### src/rtl/tick_pkg.sv
package tick_pkg;

   typedef enum logic {
      RATE_SLOW = 1'b0,
      RATE_FAST = 1'b1
   } rate_e;

   function automatic int unsigned max_cycles(input int unsigned a, input int unsigned b);
      return (a > b) ? a : b;
   endfunction

   function automatic int unsigned count_width(input int unsigned cycles);
      return (cycles <= 2) ? 1 : $clog2(cycles);
   endfunction

endpackage

### src/rtl/tick_rate_sel.sv
module tick_rate_sel
   import tick_pkg::*;
#(
   parameter int unsigned SLOW_CYCLES = 100_000_000,
   parameter int unsigned FAST_CYCLES = 10_000_000,
   parameter int unsigned CNT_W       = 27
) (
   input  logic             clk_i,
   input  logic             rst_i,
   input  logic             rate_sel_i,
   output logic             restart_o,
   output logic [CNT_W-1:0] term_o
);

   localparam logic [CNT_W-1:0] SLOW_TERM = CNT_W'(SLOW_CYCLES - 1);
   localparam logic [CNT_W-1:0] FAST_TERM = CNT_W'(FAST_CYCLES - 1);

   generate
      if (SLOW_CYCLES == FAST_CYCLES) begin : g_single_rate
         // Both rates equal: nothing to track, no restart ever needed.
         assign restart_o = 1'b0;
         assign term_o    = SLOW_TERM;
      end else begin : g_dual_rate
         rate_e rate_q;
         rate_e rate_now;

         assign rate_now = rate_e'(rate_sel_i);

         // Reset adopts the incoming select so release causes no restart.
         always_ff @(posedge clk_i) begin
            rate_q <= rate_now;
         end

         assign restart_o = !rst_i && (rate_now != rate_q);
         assign term_o    = (rate_q == RATE_FAST) ? FAST_TERM : SLOW_TERM;

         // a selected rate is held for a cycle before it may be compared.
         assert_rate_follow_R4: assert property (@(posedge clk_i) disable iff (rst_i)
            restart_o |=> (rate_q == $past(rate_now)));
      end
   endgenerate

endmodule

### src/rtl/tick_mod_counter.sv
module tick_mod_counter #(
   parameter int unsigned CNT_W    = 27,
   parameter int unsigned MAX_TERM = 99_999_999
) (
   input  logic             clk_i,
   input  logic             rst_i,
   input  logic             restart_i,
   input  logic [CNT_W-1:0] term_i,
   output logic             hit_o
);

   localparam logic [CNT_W-1:0] CNT_ONE = CNT_W'(1);
   localparam logic [CNT_W-1:0] CNT_TOP = CNT_W'(MAX_TERM);

   logic [CNT_W-1:0] count_q;
   logic             clear;

   // Whole-value equality: a terminal count that is not a power of two
   // cannot be spotted from a single bit.
   assign hit_o = (count_q == term_i);
   assign clear = rst_i || restart_i || hit_o;

   always_ff @(posedge clk_i) begin
      if (clear) begin
         count_q <= '0;
      end else begin
         count_q <= count_q + CNT_ONE;
      end
   end

   // reaching the terminal value wraps to zero on the next edge.
   assert_wrap_zero_R1: assert property (@(posedge clk_i) disable iff (rst_i)
      hit_o |=> (count_q == '0));

   // a rate change restarts the count.
   assert_restart_zero_R4: assert property (@(posedge clk_i) disable iff (rst_i)
      restart_i |=> (count_q == '0));

   // the count never goes above the larger terminal value.
   assert_no_overflow_R7: assert property (@(posedge clk_i) disable iff (rst_i)
      count_q <= CNT_TOP);

endmodule

### src/rtl/rate_tick_gen.sv
module rate_tick_gen
   import tick_pkg::*;
#(
   parameter int unsigned SLOW_CYCLES = 100_000_000,
   parameter int unsigned FAST_CYCLES = 10_000_000
) (
   input  logic clk_i,
   input  logic rst_i,
   input  logic rate_sel_i,
   output logic tick_o
);

   localparam int unsigned MAX_CYC = max_cycles(SLOW_CYCLES, FAST_CYCLES);
   localparam int unsigned CNT_W   = count_width(MAX_CYC);

   // elaboration-time parameter checks.
   generate
      if (SLOW_CYCLES < 2) begin : g_bad_slow
         $error("rate_tick_gen: SLOW_CYCLES must be at least 2");
      end
      if (FAST_CYCLES < 2) begin : g_bad_fast
         $error("rate_tick_gen: FAST_CYCLES must be at least 2");
      end
   endgenerate

   logic             restart;
   logic             hit;
   logic [CNT_W-1:0] term;

   tick_rate_sel #(
      .SLOW_CYCLES (SLOW_CYCLES),
      .FAST_CYCLES (FAST_CYCLES),
      .CNT_W       (CNT_W)
   ) u_rate_sel (
      .clk_i      (clk_i),
      .rst_i      (rst_i),
      .rate_sel_i (rate_sel_i),
      .restart_o  (restart),
      .term_o     (term)
   );

   tick_mod_counter #(
      .CNT_W    (CNT_W),
      .MAX_TERM (MAX_CYC - 1)
   ) u_counter (
      .clk_i     (clk_i),
      .rst_i     (rst_i),
      .restart_i (restart),
      .term_i    (term),
      .hit_o     (hit)
   );

   // The comparator result is the strobe, masked in reset and restart cycles.
   assign tick_o = hit && !rst_i && !restart;

   // every strobe lasts exactly one clock cycle.
   assert_single_cycle_R3: assert property (@(posedge clk_i) disable iff (rst_i)
      tick_o |=> !tick_o);

endmodule

### config.mk
export PLATFORM = sky130hd
export DESIGN_NAME = rate_tick_gen
export DESIGN_NICKNAME = d
export VERILOG_FILES = /design/src/rtl/tick_pkg.sv /design/src/rtl/tick_rate_sel.sv /design/src/rtl/tick_mod_counter.sv /design/src/rtl/rate_tick_gen.sv
export SDC_FILE = /design/constraint.sdc
export NUM_CORES = 1
export LEC_CHECK = 0
export ABC_AREA = 1
export CORE_UTILIZATION = 45
export DETAILED_ROUTE_END_ITERATION = 7
export PLACE_DENSITY_LB_ADDON = 0.2
export SKIP_LAST_GASP = 1
export SLEW_MARGIN = 5
export SYNTH_ARGS = -nofsm -noshare
export SYNTH_HDL_FRONTEND = slang
export SYNTH_SLANG_ARGS = --single-unit
### constraint.sdc
create_clock -name clk_i -period 1.5 [get_ports clk_i]
set_clock_uncertainty 0.05 [all_clocks]
set_input_delay 0.3 -clock clk_i [delete_from_list [all_inputs] [get_ports clk_i]]
set_output_delay 0.3 -clock clk_i [all_outputs]
set_load 0.01 [all_outputs]
==> results of run 1 <==
## path summary, 6_finish.rpt
check,slack (ns),depth (start not counted),to
max,-0.38,7,tick_o
min,0.41,1,u_rate_sel.g_dual_rate.rate_q
max reg2reg,-0.24,11,u_counter.count_q[2]
min reg2reg,0.49,2,u_counter.count_q[0]
## registers in the layout (all words and copies together) (netlist names)
name / count
u_rate_sel.g_dual_rate.rate_q: 1
u_counter.count_q: 27
## repair_timing
| action | CTS | global route |
|---|---|---|
| setup buffers | 6 | 1 |
| endpoints found under the setup margin | 28 | 28 |
| pin swaps | 7 | 2 |
| gates cloned | 2 | 1 |
| gates resized for setup | 19 | 4 |
## layout make-up
| type | count | area [sq um] | area share (%) |
|---|---|---|---|
| well taps | 46 | 57.6 | 2.57 |
| multi-input cells | 178 | 935 | 41.7 |
| flip-flops and latches | 28 | 571 | 25.5 |
| inverters | 34 | 128 | 5.70 |
| repair buffers | 62 | 513 | 22.9 |
| clock buffers | 4 | 36.3 | 1.62 |
## cell usage after synthesis
cell type   n
inv_1      33
xor2_1     12
nand3_1    17
a21oi_2     1
xnor2_1     4
nand2_2     3
o21bai_4    1
nor3_1      4
dfxtp_1    28
ha_1        1
nor2_4      3
nand3b_1    3
nand4_1     5
o21ai_0     1
nand2_1    70
buf_6       2
a21oi_1     1
nor2_2      4
nor2_1     46
inv_2       1
## report_power, final
group / switching (W) / total [W] / internal (W)
registers: 0.00000508 / 0.000755 / 0.000750
clock network: 0.000234 / 0.000382 / 0.000149
logic: 0.0000397 / 0.0000893 / 0.0000496
total: 0.000278 / 0.00123 / 0.000949
## through the flow
step	hold WS [ns]	cell area (sq um)	total power [W]	TNS, ns
2_1_floorplan	0.278	1590	0.000806	-0.00578
3_3_place_gp	0.457	2040	0.000821	-10.40
3_5_place_dp	0.467	2040	0.000822	-11.22
4_1_cts	0.396	2190	0.00122	-1.89
5_1_grt	0.378	2240	0.00128	-8.01
6_report	0.411	2240	0.00123	-5.54
## cells by family (layout without fill, tap and decap cells)
kind of cell             Yosys count  count (layout)
flip-flops                        28              28
AND/OR/NAND/NOR                  155             156
XOR/XNOR                          16              16
adder cells (fa/ha/maj)            1               1
buffers and inverters             36             100
AO/OA/AOI/OAI                      4               5
## metal layers
metal / up-vias / wire, um
li1: 869 / -
met4: 0 / 53
met2: 32 / 1800
met3: 6 / 158
met1: 724 / 1990
met5: - / 0
## cell usage in the layout (no fill, tap or decap), types with 4 or more instances in the layout
| cell type | n |
|---|---|
| buf_6 | 4 |
| nor2_1 | 44 |
| nor2_4 | 4 |
| inv_1 | 32 |
| nand3_1 | 15 |
| nand2_2 | 4 |
| dfxtp_2 | 8 |
| xor2_1 | 12 |
| buf_4 | 53 |
| dfxtp_1 | 20 |
| nand4_1 | 5 |
| nor2_2 | 6 |
| xnor2_1 | 4 |
| nand2_1 | 69 |
==> reports/qor.txt, run 1 <==
Outcome -> complete, but fails checks
Failing checks -> setup timing
Fin nets -> 311
First DRT Iteration DRCs -> 99
Most Frequent Cell on Critical Path -> nand2_1
DP Worst Slack -> -0.618 ns
Met1 Use GR -> 29.5%
Top delay family on crit path -> simple AND/OR/NAND/NOR gates
PnR worst setup slack -> -0.378 ns
FF-to-FF Start -> u_counter.count_q[0]
Power Dens Cells -> 548 nW/um^2
CP Max Fanout -> 3
Min Clock Period, post-route -> 1.88 ns
Total gr overflow -> 0
Worst-margin pin slew -> 0.357 ns
Mean area per synthesized cell -> 6.55 sq um
Worst Setup SP -> u_counter.count_q[14]
Number of global-route vias before repair -> 1346
Yosys Warn Count -> 0
N_diodes -> 0
Antenna viol nets, final -> 0
Total number of vias -> 1631
Ranking of synthesized cells by area -> dfxtp_1 36%, nand2_1 17%, nor2_1 11%
Crit path launch type -> flip-flop
Flops & latches, synth -> 28
Met3 GRT Util -> 3.15%
Overall Global Routing Usage -> 21.2%
Maxcap violations -> 0
CTS Hold Bufs -> 0
Die area -> 3740 sq um
Crit-path cells -> nand2_1 -> inv_1 -> nand3_1 -> nand2_1 -> nand3_4 -> nor3_2 -> buf_2
Multiplexer share of the synthesized area -> 0%
Synth Area in Adders -> 0.796%
Post-synthesis simple-gate area fraction -> 42.7%
Clk slew on worst S/H paths -> 0.16 ns
Post-DR wirelength/cell -> 11.4 um
Yosys top cell area share -> 35.6%
Row count -> 21
RSZ-0062 raised after global routing -> true
Distinct cells, synth -> 20
Dpl hpwl -> 2630 um
Post-Syn Area -> 1570 sq um
IO Count -> 4
Arr. time, crit path -> 1.53 ns
Num CTS Buffers -> 3
RePlAce Congestion -> 0.867
Hold Path Class -> in2reg
Antenna violations before repair -> 0
DRC viols -> 0
Fillers -> 302
Largest family of logic cells by synthesized area -> simple AND/OR/NAND/NOR gates
IO Port Bufs -> 3
Worst setup EP type -> primary output
Share of cells above drive strength 1 -> 31.0%
CP required -> 1.15 ns
First-pass DRT Iterations -> 4
Xor-xnor portion of the synthesized cell area -> 8.91%
F_max -> 532 MHz
Crit Path Category -> reg2out
Setup Viol. Count Final -> 28
# placed instances -> 338
Die Ht -> 61.1 um
Crit share post-route -> 125%
Total core area -> 3340 sq um
Die X -> 61.1 um
Cells after Synth -> 240
Slowest-stage cell, CP -> dfxtp_2
Clock buffer depth -> 2
Via density -> 4.63
TritonCTS clock tree -> built
GR peak layer -> met2
Largest net degree at the start of global routing -> 16
Leak -> 0.954 nW
Dominant cell type by area after synthesis -> dfxtp_1
Clock Tree Root -> clkbuf_4
Hold path start -> rate_sel_i
Syn-to-layout area delta -> 42.4%
Final Util -> 67.1%
Max_slew headroom -> 76.0%
Worst skew pair latency -> 0.33 ns
Non-filler cells in the finished layout -> 352
Final Hold Viols -> 0
Mapped Nets -> 244
Number of clock sinks -> 28
First-pass GRT wire length -> 5820 um
Slew Viols, Final -> 0
Sequential element share of the synthesized area -> 35.6%
# H-tree levels -> 1
Routed WL -> 4000 um
Worst path bufs/invs -> 2
Post-synthesis compound-gate area fraction -> 2.39%
CP max stage delay -> 0.38 ns
Initial Util -> 47.1%
Worst VDD drop -> 0.303 mV
Met2 Usage GRT -> 34.6%
No activity file was read; power rests on OpenSTA's default activity.
==> run 2, diff against run 1 <==
==> constraint.sdc (replaced) <==
create_clock -name clk_i -period 1.8 [get_ports clk_i]
set_clock_uncertainty 0.05 [all_clocks]
set_input_delay 0.36 -clock clk_i [delete_from_list [all_inputs] [get_ports clk_i]]
set_output_delay 0.36 -clock clk_i [all_outputs]
set_load 0.01 [all_outputs]
==> reports/qor.txt, run 2 (synthesis gave the netlist of run 1 again) <==
# H-tree levels -> 1 (unchanged)
Worst setup EP type -> primary output
Clock buffer depth -> 2 (unchanged)
Most common cell after layout, fill and taps aside -> nand2_1
Reg2reg end -> u_counter.count_q[26]
Internal power -> 0.000738 W (-22%)
Tot Pwr -> 0.000959 W (-22%)
R2R Setup Slk -> 0.18 ns (+0.42 ns)
Clk network pwr share -> 27.7% (-3.5 points)
Wire length on met2 -> 1550 um (-14%)
N_diodes -> 0 (unchanged)
Share of cells above drive strength 1 -> 24.1% (-6.9 points)
FF-to-FF Start -> u_counter.count_q[1]
Fin Hold WS -> 0.445 ns (+0.0348 ns)
Sw power -> 0.000221 W (-21%)
Worst-margin pin slew -> 0.358 ns (+0.00147 ns)
DRC viols -> 0 (unchanged)
Switching Share -> 23.0% (+0.33 points)
Via density -> 4.59 (-1.0%)
Final Hold Viols -> 0 (unchanged)
Setup Viol. Count Final -> 1 (-96%)
IO Port Bufs -> 3 (unchanged)
Highest routed layer -> met4
Die Ht -> 61.1 um (unchanged)
TritonCTS clock tree -> built
Max reg flops -> 27 (unchanged)
Antenna viol nets, final -> 0 (unchanged)
Arr. time, crit path -> 1.51 ns (-0.02 ns)
Row count -> 21 (unchanged)
Clk slew on worst S/H paths -> 0.15 ns (about the same)
Num CTS Buffers -> 3 (unchanged)
CP max stage delay -> 0.38 ns (about the same)
First-pass GRT wire length -> 5940 um (+2.1%)
Min Clock Period, post-route -> 1.92 ns
Leak -> 0.867 nW (-9.1%)
Crit-path cells -> ha_4 -> nand2_2 -> nor2_4 -> nand2_2 -> a21oi_2 -> nand2_2 -> nor3_2 -> buf_2
CP Max Fanout -> 2 (-1)
Total number of vias -> 1541 (-5.5%)
F_max -> 521 MHz
Routed WL -> 3580 um (-10%)
Die X -> 61.1 um (unchanged)
Die area -> 3740 sq um (unchanged)
Crit share post-route -> 107%
Outcome -> complete, but fails checks
Hold path depth -> 1 (unchanged)
Overall Global Routing Usage -> 21.8% (+0.58 points)
Fin nets -> 296 (-4.8%)
Largest register by flop count -> u_counter.count_q
Crit path launch type -> flip-flop
RePlAce Congestion -> 0.822 (-5.3%)
Biggest regs -> u_counter.count_q: 27 flops, u_rate_sel.g_dual_rate.rate_q: 1 flops
First-pass DRT Iterations -> 4 (unchanged)
Crit Path Category -> reg2out
Highest-count cells in the layout ignoring fill and taps -> 70 x nand2_1, 46 x nor2_1, 43 x buf_4, 32 x inv_1, 24 x dfxtp_1
Hold worst-path end -> u_rate_sel.g_dual_rate.rate_q
Slew Viols, Final -> 0 (unchanged)
Worst R2R Path Depth -> 10 (-1)
First DRT Iteration DRCs -> 76 (-23%)
Maxcap violations -> 0 (unchanged)
Combinational share of power -> 6.7% (-0.6 points)
Hold Path Class -> in2reg
PnR worst setup slack -> -0.118 ns (+0.261 ns)
Number of global-route vias before repair -> 1402 (+4.2%)
Failing checks -> setup timing
Hold path start -> rate_sel_i
Part of the power in registers -> 65.6% (+4.0 points)
Largest net degree at the start of global routing -> 15 (-1)
Placed Area -> 1950 sq um (-4.3%)
Clock Tree Root -> clkbuf_4
Dpl hpwl -> 2550 um (-3.0%)
IO Count -> 4 (unchanged)
Antenna violations before repair -> 0 (unchanged)
CP required -> 1.39 ns (+0.24 ns)
Max_slew headroom -> 75.9% (-0.17 points)
Total gr overflow -> 0 (unchanged)
Worst skew pair latency -> 0.34 ns (about the same)
Total core area -> 3340 sq um (unchanged)
Post-DR wirelength/cell -> 10.7 um (-6.2%)
RSZ-0062 raised after global routing -> true
Most Frequent Cell on Critical Path -> nand2_2
Power Dens Cells -> 466 nW/um^2 (-15%)
Worst VDD drop -> 0.280 mV (-7.5%)
# placed instances -> 329 (-2.7%)
Syn-to-layout area delta -> 30.9%
Fillers -> 328 (+8.6%)
Final Instance Area -> 2060 sq um (-8.0%)
Met3 routed WL -> 220 um (+39%)
Number of clock sinks -> 28 (unchanged)
Wire length on met1 -> 1740 um (-13%)
Non-filler cells in the finished layout -> 336 (-4.5%)
Multi-input logic area -> 898 sq um (-3.9%)
Slowest-stage cell, CP -> dfxtp_2
Reg area -> 566 sq um (-0.88%)
Initial Util -> 47.1% (unchanged)
## run 2: changes by cell type in the layout (fill, tap and decap cells not counted), sizes merged
cell / change
buf: -13
clkbuf: -2
nor2: -1
## run 2: final cells by class
type	count	share of cell area [%]
sequential	28	27.5
timing repair buffer	48	18.8
multi-input combinational	177	43.6
inverter	34	6.20
clock buffer	3	1.09
tap	46	2.79
## run 2: worst max-delay path by stage
stage	startpoint	endpoint	slack, ns	depth (start not counted)
after floorplan	u_counter.count_q[0]	tick_o	0.12	7
after global placement	rate_sel_i	tick_o	-0.39	5
after detailed placement	rate_sel_i	tick_o	-0.47	5
after CTS	u_counter.count_q[1]	tick_o	-0.16	8
after global routing	u_counter.count_q[1]	tick_o	-0.25	8
final	u_counter.count_q[1]	tick_o	-0.12	8
## run 2: per-layer routing
metal	up-vias	global-route usage, %
li1	835	-
met2	30	34.2
met5	-	0
met3	8	3.36
met1	668	29.8
met4	0	9.42
## run 2: power by group through the flow
stage	Combinational, W	Clock, W	Sequential, W
after CTS	0.0000476	0.000282	0.000629
after floorplan	0.0000287	0	0.000640
after global routing	0.0000690	0.000304	0.000631
after global placement	0.0000413	0	0.000640
after detailed placement	0.0000415	0	0.000640
final	0.0000638	0.000266	0.000629
## run 2: worst max-delay path, delay by kind of cell, from the launching register on
kind | cells | cell delay, ns
simple gates | 5 | 0.39
compound gates | 1 | 0.12
fa+ha+maj | 1 | 0.14
flops | 1 | 0.38
buf+inv | 1 | 0.15
## run 2: what timing repair did
item                                    4_1_cts  5_1_grt
pin swaps                                     6        2
cloned                                        1        0
gates resized for setup                      10        3
buffers inserted                              0        3
hold buffers                                  0        0
endpoints found under the setup margin       28       24
hold endpoints to repair                      0        0
## run 2: per-stage QoR
| stage | setup TNS [ns] | setup slack, ns | utilization [%] |
|---|---|---|---|
| finish | -0.118 | -0.118 | 61.7 |
| global route | -0.254 | -0.254 | 61.7 |
| CTS | -0.164 | -0.164 | 60.2 |
| detailed placement | -4.05 | -0.470 | 58.5 |
| global placement | -3.51 | -0.391 | 58.5 |
| floorplan | 0 | 0.117 | - |
==> run 3, diff against run 2 <==
==> constraint.sdc (replaced) <==
create_clock -name clk_i -period 1.8 [get_ports clk_i]
set_clock_uncertainty 0.05 [all_clocks]
set_input_delay 0.27 -clock clk_i [delete_from_list [all_inputs] [get_ports clk_i]]
set_output_delay 0.27 -clock clk_i [all_outputs]
set_load 0.01 [all_outputs]
==> reports/qor.txt, run 3 (synthesis gave the netlist of run 1 again) <==
Internal power -> 0.000770 W (+4.4%)
Fin nets -> 287 (-3.0%)
Slowest-stage cell, CP -> dfxtp_2
First-pass DRT Iterations -> 4 (unchanged)
Die X -> 61.1 um (unchanged)
Failing checks -> setup timing
Via density -> 4.45 (-3.1%)
Die Ht -> 61.1 um (unchanged)
Worst-margin pin slew -> 0.421 ns (+0.0624 ns)
TritonCTS clock tree -> built
Overall Global Routing Usage -> 20.1% (-1.7 points)
CP max stage delay -> 0.38 ns (about the same)
Most common cell after layout, fill and taps aside -> nand2_1
Setup Viol. Count Final -> 1 (unchanged)
Syn-to-layout area delta -> 26.0%
Total gr overflow -> 0 (unchanged)
IO Count -> 4 (unchanged)
Crit share post-route -> 101% (-5.8 points)
Combinational share of power -> 4.7% (-2.0 points)
Switching Share -> 22.2% (-0.81 points)
Worst setup EP type -> primary output
CP required -> 1.48 ns (+0.09 ns)
Total core area -> 3340 sq um (unchanged)
Clk slew on worst S/H paths -> 0.14 ns (about the same)
Post-DR wirelength/cell -> 10.1 um (-5.7%)
Worst R2R Path Depth -> 9 (-1)
R2R Setup Slk -> 0.17 ns (about the same)
Arr. time, crit path -> 1.49 ns (-0.02 ns)
Highest-count cells in the layout ignoring fill and taps -> 70 x nand2_1, 46 x nor2_1, 36 x buf_4, 32 x inv_1, 23 x dfxtp_1
Clock Tree Root -> clkbuf_4
Hold Path Class -> in2reg
CTS Hold Bufs -> 0 (unchanged)
Number of global-route vias before repair -> 1259 (-10%)
Initial Util -> 47.1% (unchanged)
F_max -> 552 MHz (+5.8%)
N_diodes -> 0 (unchanged)
Maxcap violations -> 0 (unchanged)
Number of clock sinks -> 28 (unchanged)
Dpl hpwl -> 2470 um (-3.1%)
Sw power -> 0.000220 W (-0.39%)
Worst path bufs/invs -> 1 (unchanged)
Largest net degree at the start of global routing -> 16 (+1)
Min Clock Period, post-route -> 1.81 ns (-0.105 ns)
Num CTS Buffers -> 3 (unchanged)
Tot Pwr -> 0.000990 W (+3.3%)
Top delay family on crit path -> simple AND/OR/NAND/NOR gates
Largest register by flop count -> u_counter.count_q
Part of the power in registers -> 63.6% (-2.0 points)
Final Hold Viols -> 0 (unchanged)
Outcome -> complete, but fails checks
Most Frequent Cell on Critical Path -> nand2_2
CP Depth -> 8 (unchanged)
Slew Viols, Final -> 0 (unchanged)
Biggest regs -> u_counter.count_q: 27 flops, u_rate_sel.g_dual_rate.rate_q: 1 flops
Power Dens Cells -> 500 nW/um^2 (+7.3%)
RSZ-0062 raised after global routing -> true
Crit Path Category -> reg2out
Clock buffer depth -> 2 (unchanged)
DRC viols -> 0 (unchanged)
Clk network pwr share -> 31.8% (+4.1 points)
RePlAce Congestion -> 0.825 (+0.44%)
Leak -> 0.826 nW (-4.8%)
IO Port Bufs -> 3 (unchanged)
Share of cells above drive strength 1 -> 22.3% (-1.8 points)
Crit-path cells -> ha_4 -> nand2_2 -> nor2_4 -> nand2_2 -> a21oi_2 -> nand2_2 -> nor3_2 -> buf_2
Total number of vias -> 1458 (-5.4%)
Die area -> 3740 sq um (unchanged)
CP Max Fanout -> 2 (unchanged)
Crit path launch type -> flip-flop
Antenna violations before repair -> 0 (unchanged)
PnR worst setup slack -> -0.0124 ns (+0.105 ns)
Hold path depth -> 1 (unchanged)
Max reg flops -> 27 (unchanged)
Final Util -> 59.4% (-2.3 points)
First DRT Iteration DRCs -> 91 (+20%)
Row count -> 21 (unchanged)
Non-filler cells in the finished layout -> 328 (-2.4%)
First-pass GRT wire length -> 5570 um (-6.3%)
Worst VDD drop -> 0.293 mV (+4.7%)
Routed WL -> 3300 um (-8.0%)
Worst skew pair latency -> 0.34 ns (about the same)
Antenna viol nets, final -> 0 (unchanged)
# H-tree levels -> 1 (unchanged)
# placed instances -> 322 (-2.1%)
Max_slew headroom -> 71.9% (-4.0 points)
==> run 3: cell count changes in the layout (fill, tap and decap cells not counted), sizes merged <==
cell,before,now
buf,46,37
clkbuf,3,4
==> run 3: power by group through the flow <==
stage               Sequential [W]  Combinational [W]  Clock [W]
floorplan                 0.000640          0.0000287          0
global placement          0.000640          0.0000412          0
detailed placement        0.000641          0.0000414          0
CTS                       0.000628          0.0000464   0.000325
global route              0.000630          0.0000519   0.000349
finish                    0.000629          0.0000463   0.000315
==> run 3: area by class of cell <==
cell class / instances / area (sq um)
Clock buffer: 4 / 36.3
Fill cell: 331 / 1360
Inverter: 34 / 128
Multi-Input combinational cell: 177 / 898
Sequential cell: 28 / 567
Tap cell: 46 / 57.6
Timing Repair Buffer: 39 / 295
==> run 3: per-stage QoR <==
step | hold slack [ns] | cell area (sq um) | setup TNS, ns | setup WS (ns)
floorplan | 0.248 | 1570 | 0 | 0.207
global placement | 0.452 | 1900 | -3.04 | -0.218
detailed placement | 0.456 | 1900 | -3.90 | -0.290
CTS | 0.366 | 1960 | -0.131 | -0.131
global route | 0.361 | 1980 | -0.159 | -0.159
finish | 0.366 | 1980 | -0.0124 | -0.0124
==> run 3: worst paths after layout <==
path,startpoint,end
hold / removal,rate_sel_i,u_rate_sel.g_dual_rate.rate_q
hold reg to reg,u_counter.count_q[0],u_counter.count_q[0]
setup reg to reg,u_counter.count_q[0],u_counter.count_q[9]
setup / recovery,u_counter.count_q[0],tick_o
==> run 3: per-layer routing <==
layer  vias up  wire (um)  GRT usage, %
li1        814          -             -
met1       628       1810          30.0
met2        12       1380          30.1
met3         4         64          3.15
met4         0         40          4.87
met5         -          0             0
==> run 3: what timing repair did <==
item	in CTS	in global routing
setup endpoints to repair	28	19
gates resized for setup	8	6
gates cloned	1	0
buffers inserted	0	1
pin swaps	1	1
